===== config.mk =====
export PLATFORM = sky130hd
export DESIGN_NAME = dest_addr_filter
export DESIGN_NICKNAME = d
export VERILOG_FILES = /design/src/rtl/daf_pkg.sv /design/src/rtl/daf_addr_capture.sv /design/src/rtl/daf_crc_serial.sv /design/src/rtl/daf_hash_table.sv /design/src/rtl/dest_addr_filter.sv
export SDC_FILE = /design/constraint.sdc
export NUM_CORES = 1
export LEC_CHECK = 0
export ABC_AREA = 1
export CAP_MARGIN = 10
export CORE_UTILIZATION = 49
export DETAILED_ROUTE_END_ITERATION = 16
export GPL_ROUTABILITY_DRIVEN = 0
export GPL_TIMING_DRIVEN = 0
export PLACE_DENSITY = 0.77
export SETUP_SLACK_MARGIN = 0.1
export SLEW_MARGIN = 5
export SYNTH_ARGS = -nofsm -noshare
export SYNTH_HDL_FRONTEND = slang
export SYNTH_SLANG_ARGS = --single-unit

===== constraint.sdc =====
create_clock -name clk -period 4.4 [get_ports clk]
set_input_delay 0.88 -clock clk [delete_from_list [all_inputs] [get_ports clk]]
set_output_delay 0.88 -clock clk [all_outputs]
set_load 0.05 [all_outputs]

===== src/rtl/daf_pkg.sv =====
package daf_pkg;
  localparam int DAF_BYTE_W   = 8;
  localparam int DAF_N_BYTES  = 6;
  localparam int DAF_CRC_W    = 32;
  localparam logic [DAF_CRC_W-1:0] DAF_CRC_POLY = 32'h04C1_1DB7;
  localparam int CFG_ALL   = 0;
  localparam int CFG_PHYS  = 1;
  localparam int CFG_MCAST = 2;
  localparam int CFG_BCAST = 3;
  localparam int CFG_W     = 4;
endpackage


===== src/rtl/daf_addr_capture.sv =====
module daf_addr_capture #(
  parameter int N_BYTES = 6,
  parameter int BYTE_W  = 8,
  localparam int ADDR_W = N_BYTES * BYTE_W,
  localparam int CNT_W  = $clog2(N_BYTES)
) (
  input  logic              clk,
  input  logic              rst_n,
  input  logic              hold,
  input  logic              in_valid,
  input  logic              in_start,
  input  logic [BYTE_W-1:0] in_byte,
  output logic [ADDR_W-1:0] addr,
  output logic              full
);
  logic [CNT_W-1:0] cnt_q, cnt_d;
  logic             open_q, open_d;
  logic             take_first, take_next, last;

  assign take_first = in_valid & in_start & ~hold;
  assign take_next  = in_valid & ~in_start & open_q & ~hold;
  assign last       = take_next && (cnt_q == CNT_W'(N_BYTES - 1));
  assign full       = last;

  always_comb begin
    cnt_d  = cnt_q;
    open_d = open_q;
    if (take_first) begin
      cnt_d  = CNT_W'(1);
      open_d = 1'b1;
    end else if (take_next) begin
      if (last) begin
        cnt_d  = '0;
        open_d = 1'b0;
      end else begin
        cnt_d = cnt_q + CNT_W'(1);
      end
    end
  end

  always_ff @(posedge clk or negedge rst_n) begin
    if (!rst_n) begin
      cnt_q  <= '0;
      open_q <= 1'b0;
    end else begin
      cnt_q  <= cnt_d;
      open_q <= open_d;
    end
  end

  for (genvar g = 0; g < N_BYTES; g++) begin : g_byte
    logic we;
    assign we = take_first ? (g == 0) : (take_next && (cnt_q == CNT_W'(g)));
    always_ff @(posedge clk or negedge rst_n) begin
      if (!rst_n)  addr[g*BYTE_W +: BYTE_W] <= '0;
      else if (we) addr[g*BYTE_W +: BYTE_W] <= in_byte;
    end
  end
endmodule


===== src/rtl/daf_crc_serial.sv =====
module daf_crc_serial #(
  parameter int                 ADDR_W = 48,
  parameter int                 CRC_W  = 32,
  parameter int                 IDX_W  = 6,
  parameter logic [CRC_W-1:0]   POLY   = 32'h04C1_1DB7,
  localparam int                CNT_W  = $clog2(ADDR_W)
) (
  input  logic              clk,
  input  logic              rst_n,
  input  logic              load,
  input  logic [ADDR_W-1:0] bits,
  output logic              busy,
  output logic              fin,
  output logic [IDX_W-1:0]  idx
);
  logic [CRC_W-1:0] crc_q, crc_d, step;
  logic [CNT_W-1:0] cnt_q, cnt_d;
  logic             busy_q, busy_d;
  logic             fb;

  assign fb   = crc_q[CRC_W-1] ^ bits[cnt_q];
  assign step = {crc_q[CRC_W-2:0], 1'b0} ^ (fb ? POLY : '0);
  assign fin  = busy_q && (cnt_q == CNT_W'(ADDR_W - 1));
  assign busy = busy_q;
  assign idx  = crc_d[CRC_W-1 -: IDX_W];

  always_comb begin
    crc_d  = crc_q;
    cnt_d  = cnt_q;
    busy_d = busy_q;
    if (load) begin
      crc_d  = '1;
      cnt_d  = '0;
      busy_d = 1'b1;
    end else if (busy_q) begin
      crc_d = step;
      if (fin) begin
        cnt_d  = '0;
        busy_d = 1'b0;
      end else begin
        cnt_d = cnt_q + CNT_W'(1);
      end
    end
  end

  always_ff @(posedge clk or negedge rst_n) begin
    if (!rst_n) begin
      crc_q  <= '1;
      cnt_q  <= '0;
      busy_q <= 1'b0;
    end else begin
      crc_q  <= crc_d;
      cnt_q  <= cnt_d;
      busy_q <= busy_d;
    end
  end
endmodule


===== src/rtl/daf_hash_table.sv =====
module daf_hash_table #(
  parameter int  WORD_W  = 32,
  parameter int  N_WORDS = 2,
  localparam int SEL_W   = (N_WORDS > 1) ? $clog2(N_WORDS) : 1,
  localparam int TBL_W   = WORD_W * N_WORDS,
  localparam int IDX_W   = $clog2(TBL_W)
) (
  input  logic              clk,
  input  logic              rst_n,
  input  logic              wr_en,
  input  logic [SEL_W-1:0]  sel,
  input  logic [WORD_W-1:0] wr_data,
  output logic [WORD_W-1:0] rd_data,
  input  logic [IDX_W-1:0]  look_idx,
  output logic              look_hit
);
  logic [TBL_W-1:0] tbl_q;

  for (genvar w = 0; w < N_WORDS; w++) begin : g_word
    logic we;
    assign we = wr_en && (sel == SEL_W'(w));
    always_ff @(posedge clk or negedge rst_n) begin
      if (!rst_n)  tbl_q[w*WORD_W +: WORD_W] <= '0;
      else if (we) tbl_q[w*WORD_W +: WORD_W] <= wr_data;
    end
  end

  assign rd_data  = tbl_q[sel*WORD_W +: WORD_W];
  assign look_hit = tbl_q[look_idx];
endmodule


===== src/rtl/dest_addr_filter.sv =====
module dest_addr_filter
  import daf_pkg::*;
#(
  parameter int  N_BYTES = DAF_N_BYTES,
  parameter int  WORD_W  = 32,
  parameter int  N_WORDS = 2,
  localparam int ADDR_W  = N_BYTES * DAF_BYTE_W,
  localparam int SEL_W   = (N_WORDS > 1) ? $clog2(N_WORDS) : 1,
  localparam int IDX_W   = $clog2(WORD_W * N_WORDS)
) (
  input  logic                  clk,
  input  logic                  rst_n,
  input  logic                  addr_valid,
  input  logic                  addr_start,
  input  logic [DAF_BYTE_W-1:0] addr_byte,
  input  logic [CFG_W-1:0]      cfg_mode,
  input  logic [ADDR_W-1:0]     station_addr,
  input  logic                  reg_wr,
  input  logic [SEL_W-1:0]      reg_sel,
  input  logic [WORD_W-1:0]     reg_wdata,
  output logic [WORD_W-1:0]     reg_rdata,
  output logic                  done,
  output logic                  accept,
  output logic                  hit_phys,
  output logic                  hit_bcast,
  output logic                  hit_mcast
);
  logic [1:0] rst_sync_q;
  logic       rst_core_n;

  always_ff @(posedge clk or negedge rst_n) begin
    if (!rst_n) rst_sync_q <= 2'b00;
    else        rst_sync_q <= {rst_sync_q[0], 1'b1};
  end
  assign rst_core_n = rst_sync_q[1];

  logic [ADDR_W-1:0] addr_q;
  logic              addr_full, crc_busy, crc_fin, look_hit;
  logic [IDX_W-1:0]  hash_idx;

  daf_addr_capture #(.N_BYTES(N_BYTES), .BYTE_W(DAF_BYTE_W)) u_cap (
    .clk(clk), .rst_n(rst_core_n), .hold(crc_busy),
    .in_valid(addr_valid), .in_start(addr_start), .in_byte(addr_byte),
    .addr(addr_q), .full(addr_full)
  );

  daf_crc_serial #(.ADDR_W(ADDR_W), .CRC_W(DAF_CRC_W), .IDX_W(IDX_W),
                   .POLY(DAF_CRC_POLY)) u_crc (
    .clk(clk), .rst_n(rst_core_n), .load(addr_full), .bits(addr_q),
    .busy(crc_busy), .fin(crc_fin), .idx(hash_idx)
  );

  daf_hash_table #(.WORD_W(WORD_W), .N_WORDS(N_WORDS)) u_tbl (
    .clk(clk), .rst_n(rst_core_n), .wr_en(reg_wr), .sel(reg_sel),
    .wr_data(reg_wdata), .rd_data(reg_rdata),
    .look_idx(hash_idx), .look_hit(look_hit)
  );

  logic is_mc, is_bc, is_ph;
  logic done_d, acc_d, ph_d, bc_d, mc_d;
  logic done_q, acc_q, ph_q, bc_q, mc_q;

  assign is_mc = addr_q[0];
  assign is_bc = &addr_q;
  assign is_ph = (addr_q == station_addr);

  always_comb begin
    done_d = crc_fin;
    ph_d   = crc_fin & is_ph & cfg_mode[CFG_PHYS];
    bc_d   = crc_fin & is_bc & cfg_mode[CFG_BCAST];
    mc_d   = crc_fin & is_mc & ~is_bc & cfg_mode[CFG_MCAST] & look_hit;
    acc_d  = crc_fin & (cfg_mode[CFG_ALL] | ph_d | bc_d | mc_d);
  end

  always_ff @(posedge clk or negedge rst_core_n) begin
    if (!rst_core_n) begin
      done_q <= 1'b0;
      acc_q  <= 1'b0;
      ph_q   <= 1'b0;
      bc_q   <= 1'b0;
      mc_q   <= 1'b0;
    end else begin
      done_q <= done_d;
      acc_q  <= acc_d;
      ph_q   <= ph_d;
      bc_q   <= bc_d;
      mc_q   <= mc_d;
    end
  end

  assign done      = done_q;
  assign accept    = acc_q;
  assign hit_phys  = ph_q;
  assign hit_bcast = bc_q;
  assign hit_mcast = mc_q;
endmodule


# ---- Word level (Yosys, flattened, before mapping)
# Cells that the tools add are included.
dict set report classes {
  n_reduce_logical 15
  add_sub_neg 2
  shift 1
  order_cmp 2
  n_eq_ne 7
  muxes 25
  bitwise_logic 23
}
# op n
set op_table {}
lappend op_table {{$mux W32} 2}
lappend op_table {{$shiftx A64 B7 Y32} 1}
lappend op_table {{$eq A48 B48 Y1} 1}
lappend op_table {{$reduce_and A48 Y1} 1}
lappend op_table {{$xor A32 B32 Y32} 1}
lappend op_table {{$mux W27} 1}
lappend op_table {{$mux W6} 3}
lappend op_table {{$and A1 B1 Y1} 14}
lappend op_table {{$lt A6 B7 Y1 const B} 2}
lappend op_table {{$mux W1} 14}
lappend op_table {{$bmux W1 S6} 2}
lappend op_table {{$logic_and A1 B1 Y1} 9}
lappend op_table {{$mux W3} 3}
lappend op_table {{$add A6 B1 Y6 const B} 1}
lappend op_table {{$eq A3 B2 Y1 const B} 2}
lappend op_table {{$eq A3 B3 Y1 const B} 2}
lappend op_table {{$eq A6 B6 Y1 const B} 1}
lappend op_table {{$reduce_bool A2 Y1} 3}
lappend op_table {{$not A1 Y1} 4}
lappend op_table {{$add A3 B1 Y3 const B} 1}
lappend op_table {{$eq A3 B1 Y1 const B} 1}
lappend op_table {{$logic_not A3 Y1} 1}
lappend op_table {{$or A1 B1 Y1} 3}
lappend op_table {{$reduce_and A2 Y1} 1}
lappend op_table {{$xor A1 B1 Y1} 1}
dict set report word_totals {
  output_inout_bits 37
  ff_bits 162
  wordCells 95
  inputBits 98
}

# ---- Depth between registers and ports, before layout
# Gate-level depths: netlist of the first run.
dict set report depth {
  depth_word 12
  ltp_mapped 25
  depth_no_buf 25
}

# ---- Modules after synthesis
# From an unflattened synthesis of the first run, not the netlist that was laid out.
dict set report unflattened {
  cells_unflattened 1414
  area_unflattened_um2 9821.9
}
# mod n_inst seq_area_each_um2 area_per_inst_um2 cells_each
set modules_own_cells {}
lappend modules_own_cells {daf_hash_table 1 1601.5 3437.0 494}
lappend modules_own_cells {daf_crc_serial 1 1016.0 2512.4 325}
lappend modules_own_cells {daf_addr_capture 1 1301.2 2268.4 245}
lappend modules_own_cells {dest_addr_filter 1 175.2 1604.0 350}

# ---- Least setup slack after synthesis of the first run
# No wires, ideal clock.
dict set report synth_path {
  kind {input-to-output}
  startpoint {in reg_sel}
  endpoint {out reg_rdata[0]}
  t_required_ns 3.520
  cell_stages 5
  n_path_buf 2
  arrival_ns 1.805
  setup_slack_ns 1.715
  path_cell_list {clkbuf_1 > clkinv_1 > clkbuf_1 > nand2_1 > nand2_1}
}
dict set report synth_between {
  elab_chain_len 1
}
# element line
set synth_lines {}
lappend synth_lines {{from (decl)} dest_addr_filter.sv:19} ;# input logic [SEL_W-1:0] reg_sel,
lappend synth_lines {{$shiftx A64 B7 Y32} daf_hash_table.sv:28} ;# assign rd_data = tbl_q[sel*WORD_W +: WORD_W];
lappend synth_lines {{to (decl)} dest_addr_filter.sv:21} ;# output logic [WORD_W-1:0] reg_rdata,
# Every way passes these cells.

# ---- Worst setup path after layout of the first run
dict set report layout_path {
  startpoint {in reg_sel}
  endpoint {out reg_rdata[15]}
}
# The elaborated chain is that of the path after synthesis.

==> results.cfg, run 1 <==
[worst_setup_path]
cp-start-kind = primary input
cp_top_family = buffers and inverters
worstPathArrival_ns = 2.74
cp_num_buf_inv = 4
cp_data_required_time_ns = 3.52
crit_chain = clkbuf_1 -> clkinv_1 -> clkbuf_1 -> nand2_1 -> nand2_1 -> clkdlybuf4s50_1
crit_slowest_cell = clkdlybuf4s50_1
end_kind = primary output
critical_path_class = primary input to primary output
cp_max_fo = 10
critical-path-max-stage-delay_ns = 0.82

[timing]
setup-tns-final_ns = 0
relSlewSlack_pct = 58.5
fmax_mhz = 276
setup_violations = 0
hold_viol = 0
maxSlewViolCount = 0
timing.final.crit_share_pct = 82.4
min_period_ns = 3.62
worstMarginPinSlew_ns = 0.619
fin_worst_skew_ns = 0.0101
rsz0062_at_grt = no
hold_ws_ns = 0.341
worst_slack_ns = 0.775

[placement]
io_buffer_count = 133
dpl.cell_count = 1486
placed_area_mm2 = 0.0103
hpwlAfterDp_um = 18800
post-place-ws_ns = 0.584

[flow_run]
drv_cap = 0

[yosys]
synth-edff-count = 0
syn_area_mm2 = 0.00866
synthMostInstantiatedCell = nand2_1
yosys.area.top_type = dfrtp_1
synth_common_cells = nand2_1, nand3_1, inv_1, dfrtp_1, o21ai_0
synth-main-ff-cell = dfrtp_1
synthArstFlopShare_pct = 100
synth.avg_cell_area_um2 = 7.69
synth_sequential_area_ratio_pct = 47.3
yosys_warnings = 0
synth_top_area_share_pct = 37.6
syn-num-nets = 1230
synthCells = 1126
yosys_register_bits = 162
synth_cell_types = 44
yosys-top-cells-area = dfrtp_1, nand2_1, dfstp_2

[floorplanning]
coreArea_mm2 = 0.0173
row_count = 48
io_pins = 135
die_area_mm2 = 0.0182
fp.dieW_um = 135
initial_core_util_pct = 50.1
die_h_um = 135

[global_routing]
grt.total_usage_pct = 29.8
grt_overflow_total = 0
grt_max_degree = 70
grt_pass1_wl_um = 41800
antenna_found_initial = 0
grt_pass1_vias = 8473

[final_layout]
syn_to_final_growth_pct = 26.2
drive_gt1_share_pct = 7.73
regArea_mm2 = 0.00410
fin_cells = 1518
nets = 1384
multiInputGateArea_mm2 = 0.00379
stdcell_area_mm2 = 0.0109
fill_cells = 1525
antenna_cells = 0

[cts]
insertion_delay_ns = 0.44
clock-sinks = 162
clk_path_buf_depth = 2
cts.repair_timing.setup_buffer_count = 0
ctsHoldBuffers = 0
cts_resized = 0
cts.clk_slew.worst_paths_ns = 0.06
cts_htree_levels = 4
cts_tree = done
clockRootBuffer = clkbuf_16
numCtsBuffers = 17

[drt]
drt_wl_total_um = 25500
drt_iter0_markers = 825
drc = 0
dr.pass1.iters = 5
antenna_left = 0
vias_per_cell = 5.69
vias = 8642
wl_per_cell_um = 16.8

[worst_hold_path]
min_path_type = register to asynchronous set/reset pin

[power_and_ir_drop]
power_density_mw_per_mm2 = 341
leakage_nw = 5.15
ir_drop_uv = 301

[run_status]
status = complete, no violations
[per-stage QoR]
stage,util [%],power (mW)
2_1_floorplan,-,1.97
4_1_cts,63.2,3.74
3_5_place_dp,59.7,2.23
3_3_place_gp,59.4,2.21
5_1_grt,63.2,3.86
6_report,63.2,3.73
[cells by family (layout without fill, tap and decap cells)]
kind of cell / after synthesis / count (layout) / share of synthesized area [%]
DFF: 162 / 162 / 47.3
AOI/OAI and AO/OA: 202 / 202 / 13.6
and+or+nand+nor: 546 / 546 / 27.4
buffers and inverters: 190 / 357 / 8.93
adders and majority gates: 6 / 6 / 0.867
other: 1 / 1 / 0.0433
xor gates and xnor gates: 19 / 19 / 1.92
[registers in the layout (all words and copies together) (netlist names), 2 cells and up]
signal       count
rst_sync_q       2
u_cap.addr      48
u_cap.cnt_q      3
u_crc.cnt_q      6
u_crc.crc_q     32
u_tbl.tbl_q     64
[worst reg2reg max path, cell delays in order (launching register included)]
cell and delay, ns:
dfrtp_1 0.35, buf_2 0.19, inv_2 0.15, nand4_1 0.27, nor2_4 0.31, nor2_1 0.16, a22oi_2 0.46, inv_2 0.19
buf_2 0.25, nand3_1 0.11, nand3_1 0.08, nand3_1 0.14, nand3_1 0.10, nand3_1 0.08, nand3_1 0.16, a21oi_1 0.16
[layout by cell type (no fill, tap or decap), types with 3 or more instances in the layout]
master	instances
o21ai_1	4
nor2_1	17
xor2_1	8
clkbuf_1	36
or2_2	4
nand3_1	137
clkdlybuf4s50_1	133
bufinv_16	3
ha_1	6
nor4_1	7
o211ai_1	4
nand4_1	15
xnor2_1	11
clkbuf_16	17
clkinv_1	3
nand2_2	6
a32oi_1	12
buf_2	6
nand2_1	346
a21oi_1	15
nor3_1	4
dfrtp_1	129
dfstp_2	32
o2111ai_1	6
inv_1	133
inv_2	5
a22oi_1	16
buf_6	6
o22ai_1	12
o21ai_0	126
[worst paths after layout]
| path | start | slack, ns | cells past startpoint | end |
|---|---|---|---|---|
| setup / recovery | reg_sel | 0.78 | 6 | reg_rdata[15] |
| hold / removal | rst_sync_q[1] | 0.34 | 0 | u_cap.open_q |
| setup reg to reg | u_crc.busy | 1.16 | 15 | accept |
| hold reg to reg | rst_sync_q[1] | 0.34 | 0 | u_cap.open_q |
| max in group asynchronous | rst_sync_q[1] | 2.98 | 2 | u_crc.crc_q[11] |
| min in group clk | rst_sync_q[0] | 0.35 | 0 | rst_sync_q[1] |
[cell type report]
cell class | instances | area share, %
clock buffer | 20 | 4.09
inverter | 140 | 4.81
tap | 225 | 2.58
timing repair buffer | 135 | 12.7
sequential | 162 | 37.5
buffer | 50 | 2.27
clock inverter | 12 | 1.41
multi-input combinational | 774 | 34.7
[where the power goes]
group | total [mW] | internal (mW) | leakage [nW] | switching (mW)
Clock | 1.52 | 0.908 | 0.288 | 0.614
Sequential | 1.65 | 1.57 | 1.93 | 0.0802
Combinational | 0.562 | 0.225 | 2.93 | 0.337
[per-layer routing]
| layer | up-vias | routed length, um | GRT usage, % |
|---|---|---|---|
| met2 | 472 | 11800 | 47.4 |
| met5 | - | 0 | 0 |
| met3 | 94 | 2380 | 8.63 |
| met4 | 0 | 833 | 12.5 |
| li1 | 4017 | - | - |
| met1 | 4059 | 10500 | 38.1 |
Power figures use the tool's default switching activity.
==> run 2: changes to the inputs <==
Settings changed: CORE_UTILIZATION 49 to 55, PLACE_DENSITY 0.77 to 0.81.
Clock period 4.4 ns to 3.4 ns, I/O delays scaled along.
==> results.cfg, run 2 (synthesis results as in run 1) <==
[power_and_ir_drop]
leakage_nw = 5.18
power_density_mw_per_mm2 = 435
ir_drop_uv = 362
power_mw = 4.76

[final_layout]
fin_cells = 1506
nets = 1386
syn_to_final_growth_pct = 26.2
drive_gt1_share_pct = 8.19
largest_reg_flops = 64
stdcell_area_mm2 = 0.0109
final_core_util_pct = 71.6
final_cell_mix = nand2_1, nand3_1, inv_1
largest-register = u_tbl.tbl_q
layout_commonest_cell = nand2_1
multiInputGateArea_mm2 = 0.00380
biggestRegsByFlops = u_tbl.tbl_q: 64 flops, u_cap.addr: 48 flops, u_crc.crc_q: 32 flops
fill_cells = 1234
regArea_mm2 = 0.00410
antenna_cells = 0

[floorplanning]
initial_core_util_pct = 56.7
die_area_mm2 = 0.0162
die_h_um = 127
fp.dieW_um = 127
coreArea_mm2 = 0.0153
io_pins = 135
row_count = 45

[cts]
numCtsBuffers = 17
insertion_delay_ns = 0.43
clock-sinks = 162
cts_htree_levels = 4
ctsHoldBuffers = 0
cts_tree = done
clk_path_buf_depth = 2
cts.clk_slew.worst_paths_ns = 0.07
clockRootBuffer = clkbuf_16

[placement]
hpwlAfterDp_um = 18900
post-place-ws_ns = -0.232
dpl.cell_count = 1472
io_buffer_count = 133
placed_area_mm2 = 0.0103

[worst_setup_path]
end_kind = primary output
crit_chain = clkbuf_1 -> clkinv_1 -> clkbuf_1 -> nand2_1 -> nand2_1 -> clkdlybuf4s50_1
endpoint = reg_rdata[17]
cp_data_required_time_ns = 2.72
cp_max_fo = 10
reg2reg_slack_ns = 0.29
ff2ff_path_depth = 23
r2r-end = accept
crit_start = reg_sel
r2r-start = u_crc.cnt_q[0]
cp-start-kind = primary input
crit_slowest_cell = clkdlybuf4s50_1
worstPathArrival_ns = 2.58
critical_path_class = primary input to primary output
critical-path-max-stage-delay_ns = 0.80

[drt]
vias = 8800
top_layer = met4
drt_iter0_markers = 1023
drt_wl_total_um = 26100
vias_per_cell = 5.84
wl_per_cell_um = 17.4
dr.pass1.iters = 7
dr_wl_met2_um = 12000
antenna_left = 0
drc = 0
wl_met1_um = 10600
wl_met3_um = 2620

[global_routing]
grt_max_degree = 65
antenna_found_initial = 0
grt_overflow_total = 0
grt.total_usage_pct = 33.7
grt_pass1_vias = 8345
grt_pass1_wl_um = 42100

[timing]
hold_viol = 0
worstMarginPinSlew_ns = 0.609
hold_ws_ns = 0.325
setup-tns-final_ns = 0
fmax_mhz = 307
timing.final.crit_share_pct = 95.8
setup_violations = 0
rsz0062_at_grt = yes
fin_worst_skew_ns = 0.0106
relSlewSlack_pct = 59.4
worst_slack_ns = 0.144
maxSlewViolCount = 0
min_period_ns = 3.26

[run_status]
status = complete, no violations

[flow_run]
drv_cap = 0

[worst_hold_path]
min_path_type = register to asynchronous set/reset pin
==> run 2: cell types whose count changed in the layout (fill, tap and decap cells not counted), sizes merged <==
| cell | before | now |
|---|---|---|
| inv | 140 | 141 |
| dlymetal6s2s | 0 | 2 |
| clkdlybuf4s50 | 133 | 131 |
| bufinv | 3 | 2 |
| clkbuf | 54 | 56 |
==> run 2: repair_timing <==
action	4_1_cts	5_1_grt
setup buffers	0	2
setup endpoints to repair	0	4
resized for setup	0	17
==> run 2: worst min path at each step <==
stage / startpoint / slack [ns] / end
2_1_floorplan: rst_sync_q[0] / 0.33 / rst_sync_q[1]
3_3_place_gp: rst_sync_q[0] / 0.34 / rst_sync_q[1]
3_5_place_dp: rst_sync_q[1] / 0.34 / u_tbl.tbl_q[40]
4_1_cts: rst_sync_q[1] / 0.35 / u_tbl.tbl_q[40]
5_1_grt: rst_sync_q[1] / 0.37 / u_tbl.tbl_q[40]
6_report: rst_sync_q[1] / 0.32 / u_tbl.tbl_q[40]
==> run 2: layout make-up <==
cell class | instances | area share [%]
Sequential cell | 162 | 37.5
Multi-Input combinational cell | 774 | 34.8
Timing Repair Buffer | 137 | 12.9
Inverter | 140 | 4.81
Clock buffer | 20 | 4.00
Tap cell | 211 | 2.42
Buffer | 50 | 2.37
Clock inverter | 12 | 1.23
==> run 2: routing by layer <==
layer | vias to the layer above | GRT usage [%]
li1 | 4025 | -
met5 | - | 0
met3 | 93 | 8.46
met1 | 4138 | 43.9
met4 | 0 | 14.6
met2 | 544 | 53.5
==> run 2: power breakdown <==
part / leakage, nW / switching (mW) / total (mW) / internal (mW)
registers: 1.93 / 0.104 / 2.13 / 2.03
logic: 2.98 / 0.440 / 0.730 / 0.290
clock network: 0.275 / 0.808 / 1.89 / 1.09
total: 5.18 / 1.35 / 4.76 / 3.40
==> run 2: critical path: cells and delay by family <==
family / cells / cell delay (ns)
buffers and inverters: 4 / 1.65
AND/OR/NAND/NOR: 2 / 0.24
